`src/rtl/qam_pkg.sv`:
```
package qam_pkg;
  localparam int SYM_W = 6;

  typedef enum logic [1:0] {
    ORD_4  = 2'd0,
    ORD_16 = 2'd1,
    ORD_64 = 2'd2
  } qam_order_e;

  function automatic qam_order_e decode_order(input logic [1:0] code);
    case (code)
      2'd1:    return ORD_16;
      2'd2:    return ORD_64;
      default: return ORD_4;
    endcase
  endfunction

  function automatic logic [2:0] gray_to_bin(input logic [2:0] v);
    logic [2:0] r;
    r[2] = v[2];
    r[1] = v[2] ^ v[1];
    r[0] = v[2] ^ v[1] ^ v[0];
    return r;
  endfunction
endpackage

```
`src/rtl/qam_sine_rom.sv`:
```
module qam_sine_rom #(
  parameter int DEPTH = 256,
  parameter int DW    = 12
) (
  input  logic                     clk,
  input  logic [$clog2(DEPTH)-1:0] addr_a,
  input  logic [$clog2(DEPTH)-1:0] addr_b,
  output logic signed [DW-1:0]     rd_a,
  output logic signed [DW-1:0]     rd_b
);
  localparam int HALF = DEPTH / 2;
  localparam longint PEAK = (64'sd1 <<< (DW - 1)) - 1;

  function automatic logic signed [DW-1:0] sine_pt(input int k);
    longint kk, p, v;
    kk = (k < HALF) ? longint'(k) : longint'(k - HALF);
    p  = kk * (HALF - kk);
    v  = (16 * p * PEAK) / (5 * longint'(HALF) * HALF - 4 * p);
    if (k >= HALF) v = -v;
    return DW'(v);
  endfunction

  logic signed [DW-1:0] mem [DEPTH];

  initial begin
    for (int k = 0; k < DEPTH; k++) mem[k] = sine_pt(k);
  end

  always_ff @(posedge clk) begin
    rd_a <= mem[addr_a];
    rd_b <= mem[addr_b];
  end
endmodule

```
`src/rtl/qam_carrier_gen.sv`:
```
module qam_carrier_gen #(
  parameter int SIN_W     = 12,
  parameter int TBL_DEPTH = 256
) (
  input  logic                    clk,
  input  logic                    rst,
  input  logic                    car_en,
  output logic signed [SIN_W-1:0] sin_s,
  output logic signed [SIN_W-1:0] cos_s
);
  localparam int AW = $clog2(TBL_DEPTH);
  localparam logic [AW-1:0] QUARTER = AW'(TBL_DEPTH / 4);

  logic [AW-1:0] phase;
  logic [AW-1:0] cos_idx;

  always_ff @(posedge clk) begin
    if (rst)         phase <= '0;
    else if (car_en) phase <= phase + 1'b1;
  end

  assign cos_idx = phase + QUARTER;

  qam_sine_rom #(.DEPTH(TBL_DEPTH), .DW(SIN_W)) u_rom (
    .clk   (clk),
    .addr_a(phase),
    .addr_b(cos_idx),
    .rd_a  (sin_s),
    .rd_b  (cos_s)
  );
endmodule

```
`src/rtl/qam_symbol_map.sv`:
```
module qam_symbol_map
  import qam_pkg::*;
#(
  parameter int AMP_W = 8
) (
  input  logic                    clk,
  input  logic                    rst,
  input  logic                    sym_stb,
  input  logic [SYM_W-1:0]        sym_bits,
  input  logic [1:0]              order_sel,
  output logic signed [AMP_W-1:0] i_amp,
  output logic signed [AMP_W-1:0] q_amp
);
  localparam int AMAX   = (1 << (AMP_W - 1)) - 1;
  localparam int N_ORD  = 3;

  logic signed [AMP_W-1:0] i_sel [N_ORD];
  logic signed [AMP_W-1:0] q_sel [N_ORD];

  for (genvar g = 0; g < N_ORD; g++) begin : g_order
    localparam int K    = g + 1;
    localparam int LV   = 1 << K;
    localparam int STEP = AMAX / (LV - 1);

    logic signed [AMP_W-1:0] i_tbl [LV];
    logic signed [AMP_W-1:0] q_tbl [LV];
    logic [K-1:0] gi, gq;

    for (genvar e = 0; e < LV; e++) begin : g_lvl
      assign i_tbl[e] = AMP_W'((2 * e - (LV - 1)) * STEP);
      assign q_tbl[e] = AMP_W'((2 * e - (LV - 1)) * STEP);
    end

    assign gi = K'(gray_to_bin(3'(sym_bits[2*K-1:K])));
    assign gq = K'(gray_to_bin(3'(sym_bits[K-1:0])));
    assign i_sel[g] = i_tbl[gi];
    assign q_sel[g] = q_tbl[gq];
  end

  qam_order_e ord_now;
  assign ord_now = decode_order(order_sel);

  always_ff @(posedge clk) begin
    if (rst) begin
      i_amp <= '0;
      q_amp <= '0;
    end else if (sym_stb) begin
      case (ord_now)
        ORD_16:  begin i_amp <= i_sel[1]; q_amp <= q_sel[1]; end
        ORD_64:  begin i_amp <= i_sel[2]; q_amp <= q_sel[2]; end
        default: begin i_amp <= i_sel[0]; q_amp <= q_sel[0]; end
      endcase
    end
  end
endmodule

```
`src/rtl/qam_modulator.sv`:
```
module qam_modulator #(
  parameter int AMP_W     = 8,
  parameter int SIN_W     = 12,
  parameter int OUT_W     = 12,
  parameter int OUT_SHIFT = 8,
  parameter int TBL_DEPTH = 256
) (
  input  logic                           clk,
  input  logic                           rst,
  input  logic [qam_pkg::SYM_W-1:0]      sym_bits,
  input  logic [1:0]                     order_sel,
  input  logic                           sym_stb,
  input  logic                           car_en,
  output logic signed [OUT_W-1:0]        mod_out,
  output logic                           data_req
);
  localparam int PW = AMP_W + SIN_W + 1;
  localparam logic signed [PW-1:0] OMAX = PW'((2 ** (OUT_W - 1)) - 1);
  localparam logic signed [PW-1:0] OMIN = PW'(-(2 ** (OUT_W - 1)));

  logic signed [AMP_W-1:0] i_amp, q_amp;
  logic signed [SIN_W-1:0] sin_s, cos_s;
  logic signed [PW-1:0]    prod_i, prod_q, mix_sum, mix_scaled;
  logic signed [PW-1:0]    mix_sat;

  qam_symbol_map #(.AMP_W(AMP_W)) u_map (
    .clk      (clk),
    .rst      (rst),
    .sym_stb  (sym_stb),
    .sym_bits (sym_bits),
    .order_sel(order_sel),
    .i_amp    (i_amp),
    .q_amp    (q_amp)
  );

  qam_carrier_gen #(.SIN_W(SIN_W), .TBL_DEPTH(TBL_DEPTH)) u_car (
    .clk   (clk),
    .rst   (rst),
    .car_en(car_en),
    .sin_s (sin_s),
    .cos_s (cos_s)
  );

  always_comb begin
    prod_i     = PW'(i_amp) * PW'(cos_s);
    prod_q     = PW'(q_amp) * PW'(sin_s);
    mix_sum    = prod_i + prod_q;
    mix_scaled = mix_sum >>> OUT_SHIFT;
    if (mix_scaled > OMAX)      mix_sat = OMAX;
    else if (mix_scaled < OMIN) mix_sat = OMIN;
    else                        mix_sat = mix_scaled;
  end

  always_ff @(posedge clk) begin
    if (rst) begin
      mod_out  <= '0;
      data_req <= 1'b0;
    end else begin
      mod_out  <= OUT_W'(mix_sat);
      data_req <= sym_stb;
    end
  end
endmodule

```
`config.mk`:
```
export PLATFORM = sky130hd
export DESIGN_NAME = qam_modulator
export DESIGN_NICKNAME = d
export VERILOG_FILES = /design/src/rtl/qam_pkg.sv /design/src/rtl/qam_sine_rom.sv /design/src/rtl/qam_carrier_gen.sv /design/src/rtl/qam_symbol_map.sv /design/src/rtl/qam_modulator.sv
export SDC_FILE = /design/constraint.sdc
export NUM_CORES = 1
export LEC_CHECK = 0
export BUFFER_PORTS_ARGS = -buffer_cell sky130_fd_sc_hd__buf_4
export CORE_MARGIN = 2
export CORE_UTILIZATION = 65
export DETAILED_ROUTE_END_ITERATION = 7
export HOLD_SLACK_MARGIN = 0.03
export PLACE_DENSITY = 0.83
export SKIP_CTS_REPAIR_TIMING = 1
export SLEW_MARGIN = 15
export SYNTH_ARGS = -nofsm -noshare
export SYNTH_HDL_FRONTEND = slang
export SYNTH_SLANG_ARGS = --single-unit
```
`constraint.sdc`:
```
create_clock -name clk -period 6.6 [get_ports clk]
set_input_delay 0.33 -clock clk [delete_from_list [all_inputs] [get_ports clk]]
set_output_delay 0.33 -clock clk [all_outputs]
set_load 0.03 [all_outputs]
```
==> results_dict.tcl, run 1 <==
set metrics [dict create \
    critPathRequiredTime_ns 6.85 \
    area_delta_synth_final_pct 4.53 \
    cp_data_arrival_time_ns 6.50 \
    drtAntennaViolNets 0 \
    tritoncts "yes" \
    ios 25 \
    syn_inst 1643 \
    die_w_um 146 \
    syn_area_um2 13200 \
    grt_pass1_wl_um 61700 \
    netlist-cell-type-count 69 \
    viasPerCell 6.25 \
    end_kind "flip-flop" \
    drv_slew 0 \
    ys_ff_latch 60 \
    ir_drop_uv 148 \
    rows 52 \
    min_path_type "in2reg" \
    r2r-start "u_map.i_amp[6]" \
    via_count 11677 \
    drtPass1Iterations 6 \
    htreeDepth 3 \
    slew_headroom_pct 38.8 \
    path_clk_slew_ns 0.06 \
    final.period_utilization_pct 94.6 \
    crit_type "reg2reg" \
    syn_nets 1932 \
    finalNetCount 1882 \
    synth_edf_count 0 \
    skew_ns 0.0103 \
    crit_end "mod_out[6]" \
    ys_dominant_reg_cell "dfxtp_1" \
    drive_above_1_share_pct 6.95 \
    antenna_found_initial 1 \
    async_flop_share_pct 0 \
    cts_num_sinks 60 \
    grt_max_degree 94 \
    slowest_stage "dfxtp_1" \
    antenna_cells 0 \
    design_area_um2 13800 \
    power_density_nw_per_um2 214 \
    port_buffers 24 \
    rsz0062_at_grt "no" \
    reg2reg_slack_ns 0.35 \
    ys_seq_area_share_pct 9.12 \
    worstMarginPinSlew_ns 0.919 \
    finalWirelength_um 37700 \
    placed_area_um2 13400 \
    crit_top_cell "fa_1" \
    setup-tns-final_ns 0 \
    overflow 0 \
    yosys_warnings 0 \
    syn-mean-instance-area_um2 8.02 \
    fmax_mhz 160 \
    first_global_vias 11744 \
    hpwl_um 28800 \
    drt_iter0_drc 1542 \
    p_leak_nw 6.33 \
    path_cells "and2_1 > fa_1 > fa_1 > inv_1 > fa_1 > inv_1 > fa_1 > inv_1 > fa_1 > inv_1 > fa_1 > ha_1 > nand3_1 > nor4_1 > nand3_1 > o211ai_1 > xor2_2 > nand4b_1 > buf_4 > o31ai_1" \
    crit_path_start "u_map.i_amp[6]" \
    cap_viol_max_count 0 \
    clockRootBuffer "clkbuf_16" \
    gp_congestion 1.00 \
    reg2reg_to "mod_out[6]" \
    drc 0 \
    finalHoldViolCount 0 \
    track_usage_pct 36.5 \
    start_kind "flip-flop" \
    die_h_um 146 \
    core_um2 20000 \
    dieArea_um2 21400 \
    wl_per_cell_um 20.2 \
    crit_fanout 13 \
    clock_path_buffers 2 \
    period_needed_ns 6.25 \
    slowest_delay_ns 0.65 \
    worstRegToRegCells 20 \
    outcome "completed" \
    clkLatencyLatePin_ns 0.35 \
    initial_utilization_pct 65.7 \
    numCtsBuffers 9 \
    finalSetupViolCount 0 \
]
## stage by stage
stage / setup WS (ns) / power, mW / utilization, % / std cells / hold WS, ns
after floorplan: 0.917 / 1.90 / - / 1643 / 0.452
after global placement: 0.354 / 2.37 / 66.8 / 1849 / 0.599
after detailed placement: 0.196 / 2.41 / 66.8 / 1849 / 0.626
after CTS: 0.163 / 2.94 / 68.4 / 1865 / 0.275
after global routing: 0.0305 / 3.23 / 68.7 / 1868 / 0.306
final: 0.355 / 2.95 / 68.7 / 1868 / 0.278
## logic make-up (layout without fill, tap and decap cells)
| group | Yosys count | count (layout) | synth area share [%] |
|---|---|---|---|
| compound gates | 369 | 369 | 17.6 |
| xor+xnor | 38 | 38 | 2.58 |
| fa+ha+maj | 277 | 277 | 37.6 |
| buf+inv | 376 | 331 | 11.3 |
| flops | 60 | 60 | 9.12 |
| mux | 46 | 46 | 4.31 |
| simple gates | 477 | 477 | 17.5 |
## per-layer routing
metal  GRT usage [%]  up-vias  share of wire (%)
li1                -     5268                  -
met1            47.9     5655                 39
met2            61.5      625                 49
met3            5.06      127                8.3
met4            14.8        2                4.1
met5               0        -              0.035
## worst max-delay path: cells and delay by family, from the launching register on
family	cells	cell delay (ns)
flops	1	0.65
buf+inv	5	0.49
xor+xnor	1	0.25
simple gates	5	1.05
compound gates	2	0.24
fa+ha+maj	7	3.44
## Yosys cell counts, types with 10 or more instances
master      n  area [µm²]
inv_1     259         972
fa_1      198        3960
nand2_1   153         574
a21oi_1   122         611
nor2_1    107         402
and2_1     97         607
o21ai_0    85         425
ha_1       79         988
dfxtp_1    60        1200
clkbuf_1   58         218
buf_2      41         205
mux2i_1    32         320
nand2b_1   26         163
nor3_1     24         120
a211oi_1   23         173
xnor2_1    22         193
nor2b_1    20         125
o31ai_1    16         120
nand3_1    15        75.1
o211ai_1   15         113
xor2_1     15         131
a21o_1     14         105
a31oi_1    14        87.6
a221oi_1   10        87.6
## cell usage in the layout (no fill, tap or decap), types with 8 or more instances in the layout
cell type | synthesis | layout
a211oi_1 | 23 | 23
a21o_1 | 14 | 14
a21oi_1 | 122 | 121
a221oi_1 | 10 | 9
a31oi_1 | 14 | 14
and2_1 | 97 | 96
buf_4 | 4 | 50
clkbuf_16 | 0 | 9
dfxtp_1 | 60 | 50
dfxtp_2 | 0 | 8
fa_1 | 198 | 198
ha_1 | 79 | 79
inv_1 | 259 | 259
mux2i_1 | 32 | 32
mux4_2 | 8 | 8
nand2_1 | 153 | 153
nand2b_1 | 26 | 26
nand3_1 | 15 | 15
nor2_1 | 107 | 107
nor2b_1 | 20 | 20
nor3_1 | 24 | 24
o211ai_1 | 15 | 15
o21ai_0 | 85 | 85
o221ai_1 | 9 | 9
o22ai_1 | 8 | 8
o31ai_1 | 16 | 16
xnor2_1 | 22 | 22
xor2_1 | 15 | 14
## cell type report
| class | count | area (µm²) |
|---|---|---|
| clock buffer | 10 | 239 |
| clock inverter | 6 | 87.6 |
| fill | 1622 | 6270 |
| inverter | 265 | 998 |
| multi-input combinational | 1207 | 10500 |
| sequential | 60 | 1220 |
| tap | 270 | 338 |
| timing repair buffer | 50 | 375 |
## sequential cells by signal (all words and copies together) (netlist names)
name	cells
data_req	1
mod_out	12
u_car.u_rom.rd_b	12
u_car.phase	8
u_car.u_rom.rd_a	12
u_map.q_amp	8
u_map.i_amp	7
## worst min path at each step
stage	startpoint	to	slack [ns]	depth (start not counted)
final	car_en	u_car.phase[0]	0.28	3
after global routing	car_en	u_car.phase[0]	0.31	3
after CTS	car_en	u_car.phase[0]	0.27	3
after detailed placement	u_map.i_amp[7]	u_map.i_amp[7]	0.63	2
after global placement	u_map.i_amp[7]	u_map.i_amp[7]	0.60	2
after floorplan	u_map.i_amp[1]	u_map.i_amp[1]	0.45	2
## power breakdown
part	switching [mW]	internal (mW)	total, mW
Clock	0.179	0.340	0.519
Sequential	0.0589	0.413	0.471
Combinational	1.19	0.774	1.96
Total	1.42	1.53	2.95
Power figures use the tool's default switching activity.
==> run 2, diff against run 1 <==
- PLACE_DENSITY: 0.83 -> 0.82
- SETUP_SLACK_MARGIN: unset -> 0.15
==> results_dict.tcl, run 2 (same netlist as run 1, synthesis figures left out) <==
set metrics [dict create \
    clock_path_buffers 2 \
    via_count 11748 \
    track_usage_pct 36.4 \
    pwr-share-seq_pct 16.2 \
    drt_iter0_drc 1672 \
    drive_above_1_share_pct 6.66 \
    path_clk_slew_ns 0.06 \
    timing.hold.ws_ns 0.279 \
    p_leak_nw 6.27 \
    period_needed_ns 6.21 \
    drtAntennaViolNets 0 \
    rsz0062_at_grt "no" \
    power_frac_comb_pct 68.4 \
    gp_congestion 0.994 \
    setup-tns-final_ns 0 \
    critPathRequiredTime_ns 6.85 \
    viasPerCell 6.31 \
    sw_frac_of_total_pct 50.2 \
    finalHoldViolCount 0 \
    slew_headroom_pct 34.3 \
    fmax_mhz 161 \
    wl_met1_um 14500 \
    tritoncts "yes" \
    cp_data_arrival_time_ns 6.47 \
    die_h_um 146 \
    hpwl_um 29100 \
    overflow 0 \
    topRoutingLayerUsed "met4" \
    top_regs "mod_out (12), u_car.u_rom.rd_a (12), u_car.u_rom.rd_b (12)" \
    die_w_um 146 \
    area_delta_synth_final_pct 3.74 \
    wl_met3_um 3360 \
    drc 0 \
    start_kind "flip-flop" \
    finalSetupViolCount 0 \
    finalNetCount 1876 \
    finalWirelength_um 37900 \
    port_buffers 24 \
    crit_fanout 13 \
    power_frac_clock_pct 15.4 \
    worstMarginPinSlew_ns 0.980 \
    grt_max_degree 85 \
    first_global_vias 11865 \
    antenna_cells 0 \
    layout_common_cells "inv_1 (259), fa_1 (197), nand2_1 (153), a21oi_1 (121), nor2_1 (107)" \
    clkLatencyLatePin_ns 0.35 \
    rows 52 \
    end_kind "flip-flop" \
    drv_slew 0 \
    dr_wl_met2_um 17900 \
    cap_viol_max_count 0 \
    wl_per_cell_um 20.4 \
    cts_num_sinks 60 \
    min_path_type "in2reg" \
    power_density_nw_per_um2 211 \
    numCtsBuffers 9 \
    ios 25 \
    power_switching_mw 1.45 \
    outcome "completed" \
    htreeDepth 3 \
    layout_commonest_cell "inv_1" \
    skew_ns 0.00676 \
    final.period_utilization_pct 94.2 \
    internal_power_mw 1.44 \
    clockRootBuffer "clkbuf_16" \
    drtPass1Iterations 7 \
    dieArea_um2 21400 \
    core_um2 20000 \
    initial_utilization_pct 65.7 \
    crit_type "reg2reg" \
    antenna_found_initial 0 \
    ir_drop_uv 178 \
    grt_pass1_wl_um 62100 \
]
-- run 2: cell types whose count changed in the layout (fill, tap and decap cells not counted), sizes merged --
cell | before | now
buf | 50 | 44
bufinv | 2 | 0
clkinvlp | 1 | 3
inv | 261 | 263
clkbuf | 10 | 9
clkinv | 7 | 6
-- run 2: final timing paths --
kind | from | cells after the start | end | slack, ns
worst min register to register | u_map.i_amp[1] | 2 | u_map.i_amp[1] | 0.58
worst min-delay path | car_en | 3 | u_car.phase[0] | 0.28
worst max register to register | u_map.q_amp[5] | 21 | mod_out[7] | 0.39
worst max-delay path | u_map.q_amp[5] | 21 | mod_out[7] | 0.39
-- run 2: final cells by class --
cell class / count / area (µm²)
sequential: 60 / 1220
clock inverter: 7 / 51.3
multi-input combinational: 1207 / 10500
fill: 1666 / 6380
timing repair buffer: 44 / 330
tap: 270 / 338
clock buffer: 9 / 225
inverter: 265 / 998
-- run 2: metrics by stage --
step / cells / area (µm²) / utilization (%) / power [mW] / setup WS, ns
floorplan: 1643 / 13200 / - / 1.90 / 0.917
global placement: 1843 / 13300 / 66.5 / 2.37 / 0.481
detailed placement: 1843 / 13300 / 66.5 / 2.42 / 0.225
CTS: 1859 / 13600 / 67.9 / 2.87 / 0.184
global route: 1862 / 13700 / 68.2 / 3.16 / 0.133
finish: 1862 / 13700 / 68.2 / 2.89 / 0.385
-- run 2: power by group through the flow --
stage | combinational, mW | sequential (mW) | clock [mW]
4_1_cts | 1.96 | 0.463 | 0.448
6_report | 1.98 | 0.467 | 0.445
3_5_place_dp | 1.95 | 0.469 | 0
5_1_grt | 2.22 | 0.471 | 0.468
3_3_place_gp | 1.89 | 0.471 | 0
2_1_floorplan | 1.41 | 0.500 | 0
-- run 2: routing by layer --
layer | global-route usage (%) | up-vias
met4 | 18.2 | 0
met5 | 0 | -
li1 | - | 5255
met1 | 47.2 | 5688
met3 | 6.31 | 170
met2 | 59.5 | 635
-- run 2: critical path, cell delays in order, from the launching register on --
cell	delay, ns
dfxtp_1	0.64
nand2_1	0.24
fa_1	0.54
inv_1	0.06
fa_1	0.51
inv_1	0.05
fa_1	0.48
inv_1	0.05
fa_1	0.45
fa_1	0.50
inv_1	0.06
fa_1	0.48
inv_1	0.04
ha_1	0.36
a21oi_1	0.27
o21bai_1	0.10
a221oi_1	0.34
o211ai_1	0.17
xor2_1	0.33
nand4b_1	0.17
buf_4	0.20
o31ai_1	0.07
==> run 3, diff against run 2 <==
- SYNTH_HIERARCHICAL: unset -> 1
==> results_dict.tcl, run 3 <==
set metrics [dict create \
    path_clk_slew_ns 0.06 \
    synth_area_leader_cell "fa_1" \
    place_ws_ns 0.0497 \
    ir_drop_uv 365 \
    yosys_warnings 6 \
    violations "DRC" \
    layout_commonest_cell "inv_1" \
    syn-mean-instance-area_um2 7.81 \
    netlist-cell-type-count 98 \
    tritoncts "yes" \
    cap_viol_max_count 0 \
    track_usage_pct 42.2 \
    crit_top_cell "fa_1" \
    clock_path_buffers 2 \
    dieArea_um2 25800 \
    synthTopCellsByCount "inv_1 (262), nand2_1 (211), fa_1 (198)" \
    drive_above_1_share_pct 7.56 \
    grt_pass1_wl_um 86100 \
    finalHoldViolCount 0 \
    synth.area.top_cells "fa_1 (25%), ha_1 (7.6%), dfxtp_1 (7.5%), inv_1 (6.2%), nand2_1 (5.0%)" \
    design_area_um2 16400 \
    synth_edf_count 0 \
    p_leak_nw 6.99 \
    rows 57 \
    ys_seq_area_share_pct 7.54 \
    power_density_nw_per_um2 185 \
    final_util_pct 67.7 \
    numCtsBuffers 9 \
    outcome "complete, but fails checks" \
    path_cells "nand2_1 > fa_1 > fa_1 > fa_1 > inv_1 > fa_1 > fa_1 > inv_1 > fa_1 > inv_1 > ha_1 > nand3_1 > nor3_4 > o2111ai_2 > a21o_1 > a221oi_4 > nand4b_1 > o41ai_1" \
    critPathRequiredTime_ns 6.84 \
    grt_max_degree 173 \
    multi_input_area_um2 13000 \
    finalWorstSetupSlack_ns 0.355 \
    min_path_type "in2reg" \
    drv_slew 0 \
    cts_num_sinks 60 \
    rsz0062_at_grt "no" \
    drtAntennaViolNets 0 \
    ys_dominant_reg_cell "dfxtp_1" \
    via_count 15882 \
    placed_area_um2 15900 \
    layout_common_cells "inv_1 (262), nand2_1 (211), fa_1 (197), a21oi_1 (137), nor2_1 (106)" \
    syn_nets 2348 \
    yosysMostFrequentCell "inv_1" \
    finalSetupViolCount 0 \
    period_needed_ns 6.25 \
    overflow 0 \
    busiest_layer "met2" \
    synth_top_cell_area_share_pct 24.9 \
    htreeDepth 3 \
    die_h_um 161 \
    antenna_found_initial 0 \
    syn_inst 2041 \
    first_global_vias 16042 \
    drc 1 \
    clkLatencyLatePin_ns 0.34 \
    nFillCells 1992 \
    slowest_delay_ns 0.63 \
    finalNetCount 2259 \
    fmax_mhz 160 \
    final.period_utilization_pct 94.6 \
    initial_utilization_pct 65.9 \
    met2_usage_pct 67.9 \
    end_kind "flip-flop" \
    cp_data_arrival_time_ns 6.48 \
    ys_ff_latch 60 \
    syn_area_um2 15900 \
    crit_type "reg2reg" \
    layout.area.seq_um2 1230 \
    async_flop_share_pct 0 \
    finalWirelength_um 54500 \
    slowest_stage "dfxtp_1" \
    setup-tns-final_ns 0 \
    viasPerCell 6.96 \
    wl_per_cell_um 23.9 \
    clockRootBuffer "clkbuf_16" \
    gr-usage-met3_pct 9.50 \
    top_regs "mod_out (12), u_car/u_rom/rd_a (12), u_car/u_rom/rd_b (12)" \
    port_buffers 24 \
    ios 25 \
    die_w_um 161 \
    slew_headroom_pct 33.1 \
    power_mw 3.03 \
    drt_iter0_drc 2325 \
    start_kind "flip-flop" \
    hpwl_um 39400 \
    gp_congestion 1.07 \
    worstMarginPinSlew_ns 1.00 \
    skew_ns 0.0181 \
    met1_usage_pct 52.8 \
    drtPass1Iterations 8 \
    core_um2 24200 \
    area_delta_synth_final_pct 2.80 \
    crit_fanout 8 \
]
-- run 3: cell types whose count changed after synthesis, moves of 16 or more --
cell      previous run  this run
nand2_1            153       211
a31oi_1             14        42
nand2b_1            26        52
buf_2               41        64
mux2i_1             32        10
buf_6                1        19
ha_1                79        97
nor2b_1             20        36
-- run 3: critical path, delay by kind of cell (launching register included) --
family	cells	cell delay [ns]
adder cells (fa/ha/maj)	7	3.37
buffers and inverters	3	0.16
AND/OR/NAND/NOR	4	1.00
flip-flops	1	0.63
AO/OA/AOI/OAI	4	0.98
-- run 3: routing by layer --
| layer | routed length (µm) | part of all wire (%) | vias to the layer above |
|---|---|---|---|
| li1 | - | - | 6833 |
| met3 | 6330 | 12 | 284 |
| met1 | 19900 | 37 | 7549 |
| met5 | 0 | 0 | - |
| met2 | 25000 | 46 | 1216 |
| met4 | 3240 | 5.9 | 0 |
-- run 3: path summary, 6_finish.rpt --
| kind | from | endpoint | slack, ns | cells past startpoint |
|---|---|---|---|---|
| setup / recovery | u_car/u_rom/rd_b[5] | mod_out[5] | 0.35 | 18 |
| hold / removal | car_en | u_car/phase[0] | 0.30 | 3 |
| setup reg to reg | u_car/u_rom/rd_b[5] | mod_out[5] | 0.35 | 18 |
| hold reg to reg | u_map/q_amp[7] | u_map/q_amp[7] | 0.57 | 2 |
-- run 3: layout make-up --
class                      instances  area share, %
antenna                            1         0.0153
clock buffer                      11           1.61
clock inverter                     5          0.497
inverter                         269           6.21
multi-input combinational       1563           79.3
sequential                        60           7.54
tap                              324           2.48
timing repair buffer              48           2.28
timing repair inverter             1         0.0458
-- run 3: cells by family after synthesis --
| family | share of synthesized area (%) |
|---|---|
| buf+inv | 11.6 |
| fa+ha+maj | 32.5 |
| simple gates | 20.1 |
| mux | 1.85 |
| xor+xnor | 1.86 |
| compound gates | 24.5 |
| flops | 7.54 |
-- run 3: where the power goes --
part	total, mW	switching, mW	internal [mW]
registers	0.469	0.0595	0.410
clock network	0.555	0.191	0.364
logic	2.00	1.25	0.748
-- run 3: stage by stage --
stage | cells | hold WS (ns)
5_1_grt | 2281 | 0.335
3_3_place_gp | 2261 | 0.516
2_1_floorplan | 2041 | 0.396
4_1_cts | 2277 | 0.288
3_5_place_dp | 2261 | 0.544
6_report | 2282 | 0.300
